**src/rtl/clk_ratio_pkg.sv**
```systemverilog
`timescale 1ns/1ps
package clk_ratio_pkg;

  localparam int DIVW    = 8;
  localparam int NUM_DIV = 5;

  localparam int CH_CPU = 0;
  localparam int CH_MEM = 1;
  localparam int CH_MID = 2;
  localparam int CH_PCI = 3;
  localparam int CH_IRQ = 4;

  typedef logic [DIVW-1:0] div_t;

  typedef struct packed {
    logic run;
    logic slow;
    logic test;
    logic usb_en;
  } ratio_mode_t;

  // select code -> operating configuration
  function automatic ratio_mode_t decode_mode(input logic [2:0] sel);
    ratio_mode_t m;
    m = '0;
    case (sel)
      3'b010: begin m.run = 1'b1; m.slow = 1'b1; end
      3'b011: begin m.run = 1'b1; m.slow = 1'b1; m.usb_en = 1'b1; end
      3'b100: begin m.run = 1'b1; m.test = 1'b1; end
      3'b110: begin m.run = 1'b1; end
      3'b111: begin m.run = 1'b1; m.usb_en = 1'b1; end
      default: m = '0;
    endcase
    return m;
  endfunction

  // down-count value at or above which the output is high
  function automatic div_t hi_threshold(input div_t period);
    return period - (period >> 1);
  endfunction

endpackage

```
**src/rtl/clk_ratio_div.sv**
```systemverilog
`timescale 1ns/1ps
module clk_ratio_div
  import clk_ratio_pkg::*;
#(
  parameter int unsigned P_FAST = 4,
  parameter int unsigned P_SLOW = 4
) (
  input  logic clk,
  input  logic rst_n,
  input  logic clr,
  input  logic slow,
  output logic wave_o,
  output logic reload_o
);

  localparam bit HAS_ODD = ((P_FAST % 2) == 1) || ((P_SLOW % 2) == 1);

  div_t period;
  div_t cnt_q;
  div_t cnt_nxt;
  logic hi_q;
  logic hi_nxt;

  assign period   = slow ? div_t'(P_SLOW) : div_t'(P_FAST);
  assign reload_o = (cnt_q == '0);
  assign cnt_nxt  = reload_o ? (period - div_t'(1)) : (cnt_q - div_t'(1));
  assign hi_nxt   = (cnt_nxt >= hi_threshold(period));

  // zero is the parked state: the next edge reloads and raises the output
  always_ff @(posedge clk) begin
    if (!rst_n || clr) begin
      cnt_q <= '0;
      hi_q  <= 1'b0;
    end else begin
      cnt_q <= cnt_nxt;
      hi_q  <= hi_nxt;
    end
  end

  generate
    if (HAS_ODD) begin : g_odd
      logic hi_n_q;
      // half-cycle stretch so an odd period keeps an even duty
      always_ff @(negedge clk) begin
        if (!rst_n) hi_n_q <= 1'b0;
        else        hi_n_q <= hi_q;
      end
      assign wave_o = hi_q | (hi_n_q & period[0]);
    end else begin : g_even
      assign wave_o = hi_q;
    end
  endgenerate

endmodule

```
**src/rtl/clk_ratio_mode.sv**
```systemverilog
`timescale 1ns/1ps
module clk_ratio_mode
  import clk_ratio_pkg::*;
(
  input  logic        clk,
  input  logic        rst_n,
  input  logic [2:0]  sel_i,
  output logic [2:0]  mode_q,
  output logic        clr_o,
  output ratio_mode_t cfg_o
);

  always_ff @(posedge clk) begin
    mode_q <= sel_i;
  end

  assign clr_o = rst_n && (sel_i != mode_q);
  assign cfg_o = decode_mode(mode_q);

endmodule

```
**src/rtl/clk_ratio_gen.sv**
```systemverilog
`timescale 1ns/1ps
module clk_ratio_gen
  import clk_ratio_pkg::*;
#(
  parameter int unsigned CPU_DIV      = 2,
  parameter int unsigned MEM_DIV      = 4,
  parameter int unsigned MID_DIV_FAST = 4,
  parameter int unsigned MID_DIV_SLOW = 3,
  parameter int unsigned PCI_DIV_FAST = 8,
  parameter int unsigned PCI_DIV_SLOW = 6,
  parameter int unsigned IRQ_DIV_FAST = 16,
  parameter int unsigned IRQ_DIV_SLOW = 12
) (
  input  logic       clk,
  input  logic       rst_n,
  input  logic [2:0] sel_i,
  input  logic       ref_in,
  input  logic       usb_in,
  output logic       cpu_clk_o,
  output logic       cpu_clk_oe,
  output logic       mem_clk_o,
  output logic       mem_clk_oe,
  output logic       mid_clk_o,
  output logic       mid_clk_oe,
  output logic       pci_clk_o,
  output logic       pci_clk_oe,
  output logic       irq_clk_o,
  output logic       irq_clk_oe,
  output logic       usb_clk_o,
  output logic       usb_clk_oe,
  output logic       ref_clk_o,
  output logic       ref_clk_oe
);

  localparam int unsigned FAST_TAB [NUM_DIV] =
    '{CPU_DIV, MEM_DIV, MID_DIV_FAST, PCI_DIV_FAST, IRQ_DIV_FAST};
  localparam int unsigned SLOW_TAB [NUM_DIV] =
    '{CPU_DIV, MEM_DIV, MID_DIV_SLOW, PCI_DIV_SLOW, IRQ_DIV_SLOW};

  logic [2:0]         mode_q;
  logic               mode_clr;
  ratio_mode_t        cfg;
  logic [NUM_DIV-1:0] div_wave;
  logic [NUM_DIV-1:0] div_reload;
  logic               run;

  clk_ratio_mode u_mode (
    .clk    (clk),
    .rst_n  (rst_n),
    .sel_i  (sel_i),
    .mode_q (mode_q),
    .clr_o  (mode_clr),
    .cfg_o  (cfg)
  );

  generate
    for (genvar g = 0; g < NUM_DIV; g++) begin : g_div
      clk_ratio_div #(
        .P_FAST (FAST_TAB[g]),
        .P_SLOW (SLOW_TAB[g])
      ) u_div (
        .clk      (clk),
        .rst_n    (rst_n),
        .clr      (mode_clr),
        .slow     (cfg.slow),
        .wave_o   (div_wave[g]),
        .reload_o (div_reload[g])
      );
    end
  endgenerate

  assign run = cfg.run;

  assign cpu_clk_o  = run & div_wave[CH_CPU];
  assign cpu_clk_oe = run;
  assign mem_clk_o  = run & div_wave[CH_MEM];
  assign mem_clk_oe = run;
  assign mid_clk_o  = run & div_wave[CH_MID];
  assign mid_clk_oe = run;
  assign pci_clk_o  = run & div_wave[CH_PCI];
  assign pci_clk_oe = run;
  assign irq_clk_o  = run & div_wave[CH_IRQ];
  assign irq_clk_oe = run;

  assign usb_clk_oe = run & (cfg.usb_en | cfg.test);
  assign usb_clk_o  = usb_clk_oe & (cfg.test ? div_wave[CH_CPU] : usb_in);

  assign ref_clk_oe = run;
  assign ref_clk_o  = run & (cfg.test ? clk : ref_in);

endmodule

```
**config.mk**
```make
export PLATFORM = sky130hd
export DESIGN_NAME = clk_ratio_gen
export DESIGN_NICKNAME = d
export VERILOG_FILES = /design/src/rtl/clk_ratio_pkg.sv /design/src/rtl/clk_ratio_div.sv /design/src/rtl/clk_ratio_mode.sv /design/src/rtl/clk_ratio_gen.sv
export SDC_FILE = /design/constraint.sdc
export NUM_CORES = 1
export LEC_CHECK = 0
export ABC_AREA = 1
export BUFFER_PORTS_ARGS = -buffer_cell sky130_fd_sc_hd__buf_4
export CAP_MARGIN = 25
export CORE_ASPECT_RATIO = 1.2
export CORE_MARGIN = 2
export CORE_UTILIZATION = 43
export CTS_BUF_LIST = sky130_fd_sc_hd__clkbuf_16
export CTS_CLUSTER_DIAMETER = 100
export DETAILED_ROUTE_END_ITERATION = 12
export GPL_TIMING_DRIVEN = 0
export SLEW_MARGIN = 30
export SYNTH_ARGS = -nofsm -noshare
export SYNTH_HDL_FRONTEND = slang
export SYNTH_SLANG_ARGS = --single-unit
```
**constraint.sdc**
```tcl
create_clock -name clk -period 2.7 [get_ports clk]
set_clock_uncertainty 0.1 [all_clocks]
set_input_delay 0.405 -clock clk [delete_from_list [all_inputs] [get_ports clk]]
set_output_delay 0.405 -clock clk [all_outputs]
set_load 0.01 [all_outputs]
```
* After elaboration in Yosys (flattened, before gate mapping)
Cells that the tools add are included.
Cells by class: add/subtract/negate cells 11, $lt $le $gt $ge 5, equal/unequal tests 6, multiplexer cells 14, bitwise operators 11, reduce and logical (&&, ||, !) cells 11
Operators by type and width (count):
- $sub 8x1->8 const B | 8
- $logic_not 8->1 | 5
- $mux 8 | 5
- $ge 8x8->1 | 3
- $sub 8x7->8 | 3
- $and 1x1->1 | 9
- $eq 3x3->1 const B | 3
- $ge 8x1->1 const B | 1
- $ge 8x2->1 const B | 1
- $eq 3x2->1 const B | 2
- $mux 1 | 6
- $mux 5 | 1
- $reduce_or 5->1 | 1
- $mux 4 | 1
- $reduce_or 2->1 | 2
- $mux 3 | 1
- $ne 3x3->1 | 1
- $or 1x1->1 | 2
- $logic_and 1x1->1 | 1
- $logic_not 1->1 | 1
- $logic_or 1x1->1 | 1
Storage, ports and cells: flip-flop bits (word level) 49, output and inout port bits 14, logic and storage cells 70

* Longest topological paths before layout
Gate-level depths: netlist of run 1.
depth after elaboration 7, gate-level depth with buffers 15, depth with buffers taken out 15

* By module
Synthesis of run 1 repeated with hierarchy kept, for this count alone.
Unflattened totals: cells, all modules 448, area total of the unflattened synthesis 3059.2 µm²
Modules (own cells, without submodules):
- clk_ratio_div at g_div[4].u_div | times used 1, cells each 83, area an instance 628.1 µm²
- clk_ratio_div at g_div[3].u_div | times used 1, cells each 82, area an instance 584.3 µm²
- clk_ratio_div at g_div[2].u_div | times used 1, cells each 78, area an instance 539.3 µm²
- clk_ratio_div at g_div[0].u_div | times used 1, cells each 85, area an instance 534.3 µm²
- clk_ratio_div at g_div[1].u_div | times used 1, cells each 69, area an instance 504.2 µm²
- clk_ratio_mode | times used 1, cells each 24, area an instance 145.1 µm²
- clk_ratio_gen | times used 1, cells each 27, area an instance 123.9 µm²

==> results of run 1 <==
## power groups by stage
| stage | Combinational (uW) | Clock [uW] | Sequential, uW |
|---|---|---|---|
| after detailed placement | 441 | 12.6 | 781 |
| final | 441 | 703 | 765 |
| after global routing | 518 | 761 | 768 |
| after global placement | 435 | 12.6 | 781 |
| after CTS | 445 | 728 | 765 |
| after floorplan | 345 | 9.28 | 778 |
## critical path, delay by kind of cell, from the launching register on
| kind | cells | cell delay (ns) |
|---|---|---|
| AOI/OAI and AO/OA | 1 | 0.12 |
| buffers and inverters | 3 | 0.21 |
| DFF | 1 | 0.29 |
| and+or+nand+nor | 1 | 0.03 |
## placed cells by master (no fill, tap or decap), types with 4 or more instances in the layout
cell	n
nand2_1	77
nand3_1	27
ha_1	14
nor2_1	69
nand4_1	5
o21ai_0	10
dfxtp_1	49
nor3_1	10
clkbuf_16	5
buf_4	25
xor2_1	7
inv_1	72
buf_6	4
a21oi_1	14
## flip-flops by register name (all words and copies together), names as in the netlist
register	flops
g_div.u_div.hi_q	1
g_div.u_div.cnt_q	40
u_mode.mode_q	3
g_div.u_div.wave_o	4
g_div.u_div.g_odd.hi_n_q	1
## kinds of logic after synthesis
family,count (synthesis),synth area share [%]
AOI/OAI and AO/OA,31,6.47
xor gates and xnor gates,10,3.31
adders and majority gates,14,6.62
buffers and inverters,85,13.8
DFF,49,37.1
and+or+nand+nor,200,32.8
## metrics by stage
stage / hold WS, ns / power [uW] / worst slack, ns / utilization [%] / area, sq um
floorplan: 0.324 / 1130 / 0.289 / - / 2650
global placement: 0.339 / 1230 / 0.158 / 48.2 / 2900
detailed placement: 0.351 / 1230 / 0.156 / 48.2 / 2900
CTS: 0.127 / 1940 / -0.176 / 51.0 / 3070
global route: 0.128 / 2050 / -0.244 / 51.1 / 3070
finish: 0.135 / 1910 / -0.162 / 51.1 / 3070
## final timing paths
check	to	cells after the start	slack (ns)
hold / removal	u_mode.mode_q[1]	1	0.13
hold reg to reg	g_div[3].u_div.cnt_q[0]	1	0.37
setup / recovery	mid_clk_o	5	-0.16
setup reg to reg	g_div[3].u_div.wave_o	14	0.34
## metal layers
layer  part of all wire, %  GRT usage (%)
met1                    46           18.8
met2                    49           28.8
met3                   4.3           3.36
met4                  0.81           5.85
met5                     0              0
## timing repair
item,CTS,global route
setup endpoints to repair,1,2
gates resized for setup,2,1
gates cloned,0,0
pin swaps,0,1
endpoints found under the hold margin,0,0
## cell type report
type / count / area (sq um)
clock buffers: 6 / 133
clock inverters: 4 / 41.3
well taps: 82 / 103
fillers: 617 / 2940
inverters: 73 / 274
repair buffers: 19 / 146
plain buffers: 11 / 87.6
flip-flops and latches: 49 / 981
multi-input cells: 255 / 1300
==> run_results.csv, run 1 <==
group,metric,value,unit
global_routing,grt.total_usage,16.4,%
floorplan,die_h,90.0,um
power,switching_share,29.0,%
clocking,clk-insertion-delay-late,0.28,ns
synth,synth_top_area_share,37.1,%
power,ir_drop,0.327,mV
clocking,clkTransAtPathRegs,0.06,ns
placed_design,port-buffer-count,20,
clocking,htreeDepth,2,
finish,antennaDiodeCount,0,
drt,num_vias,2249,
drt,first_pass_iters,4,
sta,relSlewSlack,58.2,%
global_routing,grt_pass1_vias,2145,
finish,fin_cells,499,
clocking,cts_setup_buffers,0,
floorplan,initial_core_util,44.0,%
synth,synth_common_cells,"77 x nand2_1, 71 x inv_1, 70 x nor2_1",
synth,yosysMostFrequentCell,"nand2_1",
sta,setup_ws,-0.162,ns
power,clockPowerShare,36.8,%
global_routing,gr-total-overflow,0,
power,p_leak,0.00156,uW
sta,tns,-0.162,ns
setup_path,crit_path_start_kind,"flip-flop",
drt,drcViolationCount,0,
placed_design,hpwl,3.95,mm
setup_path,worstPathRequired,2.19,ns
setup_path,worstSetupPathType,"reg2out",
synth,synth_top_cells_by_area,"dfxtp_1 37%, nand2_1 11%, inv_1 10%, nor2_1 9.9%, ha_1 6.6%",
clocking,clk_path_buf_depth,2,
drt,drt_iter0_drc,83,
finish,drive_above_1_share,11.8,%
clocking,cts_root_buffer,"clkbuf_16",
drt,via_per_inst,4.51,
power,p_per_area,622,mW/mm^2
min_path,hold_class,"in2reg",
power,power_frac_comb,23.1,%
setup_path,cp-startpoint,"g_div[2].u_div.g_odd.hi_n_q",
power,seqPwrFrac,40.1,%
sta,hold_viol,0,
synth,yosysSeqAreaShare,37.1,%
sta,rsz0062_at_grt,"true",
min_path,hold_path_startpoint,"sel_i[1]",
synth,synth_area,0.00265,sq mm
synth,ys_seq_elements,49,
setup_path,crit_slowest_cell,"dfxtp_1",
outcome,violations,"negative setup slack",
setup_path,end_kind,"output pin",
sta,setup_viol,1,
global_routing,grt_pass1_wl,8.73,mm
drt,drt_wl_total,5.17,mm
setup_path,cp.arrival,2.36,ns
finish,syn_to_final_growth,15.9,%
placed_design,place_inst,491,
synth,ys_types,29,
setup_path,critPathMaxFanout,1,
power,p_int,1360,uW
synth,syn_nets,410,
setup_path,r2r_start,"u_mode.mode_q[1]",
global_routing,antenna_found_initial,0,
global_routing,grt_start_max_net_pins,15,
drt,antenna_left,0,
clocking,holdBufCountCts,0,
synth,yosysWarnings,0,
floorplan,die_w,75.6,um
floorplan,core,0.00601,sq mm
sta,slew_violations,0,
setup_path,critPathMostFrequentCell,"inv_1",
floorplan,die_area,0.00680,sq mm
finish,final_nets,438,
setup_path,slowest_delay,0.29,ns
synth,yosysTopAreaCell,"dfxtp_1",
floorplan,rows,31,
placed_design,gp_congestion,0.856,
sta,worstMarginPinSlew,0.622,ns
floorplan,ioPinCount,21,
power,p_sw,553,uW
drt,wl_per_cell,10.4,um
clocking,numCtsBuffers,5,
synth,yosys_most_used_dff,"dfxtp_1",
synth,synthArstFlopShare,0,%
synth,avgSynthCellArea,6.81,sq um
job,drv_cap,0,
clocking,cts_tree,"yes",
setup_path,crit_chain,"inv_1 > nor2_1 > o21ai_1 > inv_1 > buf_6",
outcome,status,"finished, violations left",
synth,synth_edf_count,0,
synth,syn_inst,389,
Note: power is estimated with default switching activity, not from simulation.
==> run 2: changes to the inputs <==
--- a/config.mk
+++ b/config.mk
@@ -9,12 +9,12 @@
 export BUFFER_PORTS_ARGS = -buffer_cell sky130_fd_sc_hd__buf_4
 export CAP_MARGIN = 25
 export CORE_ASPECT_RATIO = 1.2
-export CORE_MARGIN = 2
+export CORE_MARGIN = 8
 export CORE_UTILIZATION = 43
 export CTS_BUF_LIST = sky130_fd_sc_hd__clkbuf_16
 export CTS_CLUSTER_DIAMETER = 100
 export DETAILED_ROUTE_END_ITERATION = 12
-export GPL_TIMING_DRIVEN = 0
+export MAX_ROUTING_LAYER = met4
 export SLEW_MARGIN = 30
 export SYNTH_ARGS = -nofsm -noshare
 export SYNTH_HDL_FRONTEND = slang
==> run_results.csv, run 2 (synthesized netlist as in run 1, its figures left out) <==
group,metric,value,unit
outcome,status,"finished, violations left",
outcome,violations,"negative setup slack",
setup_path,cp.arrival,2.34,ns
placed_design,hpwl,3.76,mm
clocking,cts_tree,"yes",
finish,antennaDiodeCount,0,
finish,final_core_util,49.6,%
global_routing,grt_pass1_vias,2077,
clocking,numCtsBuffers,5,
sta,relSlewSlack,61.1,%
sta,hold_ws,0.135,ns
drt,drt_wl_total,4.83,mm
finish,regMostFlops,"g_div.u_div.cnt_q",
power,p_per_area,602,mW/mm^2
drt,via_per_inst,4.53,
floorplan,ioPinCount,21,
setup_path,worstPathRequired,2.19,ns
sta,slew_violations,0,
global_routing,grt.total_usage,12.1,%
global_routing,grt_start_max_net_pins,29,
global_routing,gr-total-overflow,0,
drt,num_vias,2229,
floorplan,die_h,102,um
clocking,clk-insertion-delay-late,0.29,ns
clocking,clk_path_buf_depth,2,
power,p_total,1790,uW
clocking,holdBufCountCts,0,
finish,final_cell_mix,"77 x nand2_1, 73 x inv_1, 70 x nor2_1, 49 x dfxtp_1, 27 x nand3_1",
floorplan,rows,31,
power,ir_drop,0.234,mV
floorplan,die_area,0.00893,sq mm
power,p_leak,0.00152,uW
clocking,clkTransAtPathRegs,0.06,ns
clocking,cts_root_buffer,"clkbuf_16",
drt,antenna_left,0,
global_routing,grt_pass1_wl,8.48,mm
floorplan,die_w,87.6,um
setup_path,critPathMaxFanout,1,
drt,first_pass_iters,4,
sta,hold_viol,0,
drt,drcViolationCount,0,
floorplan,initial_core_util,44.0,%
sta,tns,-0.144,ns
sta,rsz0062_at_grt,"true",
placed_design,dpl_worst_slack,0.164,ns
setup_path,crit_path_start_kind,"flip-flop",
drt,wl_per_cell,9.82,um
placed_design,gp_congestion,0.811,
setup_path,end_kind,"output pin",
min_path,hold_class,"in2reg",
placed_design,port-buffer-count,20,
finish,syn_to_final_growth,12.5,%
finish,final_nets,430,
sta,setup_viol,1,
floorplan,core,0.00601,sq mm
clocking,htreeDepth,2,
global_routing,antenna_found_initial,0,
sta,setup_ws,-0.144,ns
drt,drt_iter0_drc,87,
sta,worstMarginPinSlew,0.579,ns
finish,drive_above_1_share,10.0,%
finish,largest_register_ffs,40,
job,drv_cap,0,
setup_path,worstSetupPathType,"reg2out",
finish,layout_commonest_cell,"nand2_1",
-- run 2: changes by cell type in the layout (fill, tap and decap cells not counted) --
cell / delta
buf_4: -3
buf_6: -3
buf_2: -1
bufinv_16: -1
clkbuf_1: -1
inv_1: +1
inv_2: +1
nor2_1: +1
nor2_2: -1
-- run 2: where the power goes --
group / internal (uW) / switching, uW
Clock: 341 / 262
Combinational: 161 / 263
Sequential: 751 / 16.0
Total: 1250 / 541
-- run 2: layout make-up --
class / instances / area, sq um
Sequential cell: 49 / 981
Inverter: 73 / 274
Clock inverter: 5 / 18.8
Timing Repair Buffer: 22 / 169
Tap cell: 82 / 103
Multi-Input combinational cell: 255 / 1300
Fill cell: 617 / 3030
Clock buffer: 6 / 133
-- run 2: through the flow --
| step | std cells | area [sq um] |
|---|---|---|
| floorplan | 389 | 2650 |
| global placement | 483 | 2840 |
| global route | 492 | 2980 |
| CTS | 492 | 2980 |
| finish | 492 | 2980 |
| detailed placement | 483 | 2840 |
-- run 2: worst paths after layout --
kind	endpoint	depth (start not counted)	slack, ns	start
worst max-delay path	mid_clk_o	5	-0.14	g_div[2].u_div.g_odd.hi_n_q
worst min-delay path	u_mode.mode_q[2]	1	0.14	sel_i[2]
worst min register to register	g_div[1].u_div.cnt_q[0]	1	0.38	g_div[1].u_div.cnt_q[0]
worst max register to register	g_div[3].u_div.wave_o	14	0.34	g_div[3].u_div.cnt_q[0]
-- run 2: metal layers --
layer  GRT usage (%)  wire (um)  part of all wire (%)
met5               -          0                     0
met3            2.90        172                   3.6
met2            20.5       2180                    45
met1            13.2       2390                    49
met4            4.77         93                   1.9
-- run 2: critical path, cell delays in order (launching register included) --
cell	delay (ns)
dfxtp_1	0.28
inv_1	0.04
nor2_1	0.03
o21ai_1	0.11
inv_1	0.06
buf_6	0.11
-- run 2: what timing repair did --
| item | CTS | global route |
|---|---|---|
| setup endpoints to repair | 1 | 1 |
| pin swaps | 2 | 1 |
| resized for setup | 2 | 0 |
| setup buffers | 0 | 0 |
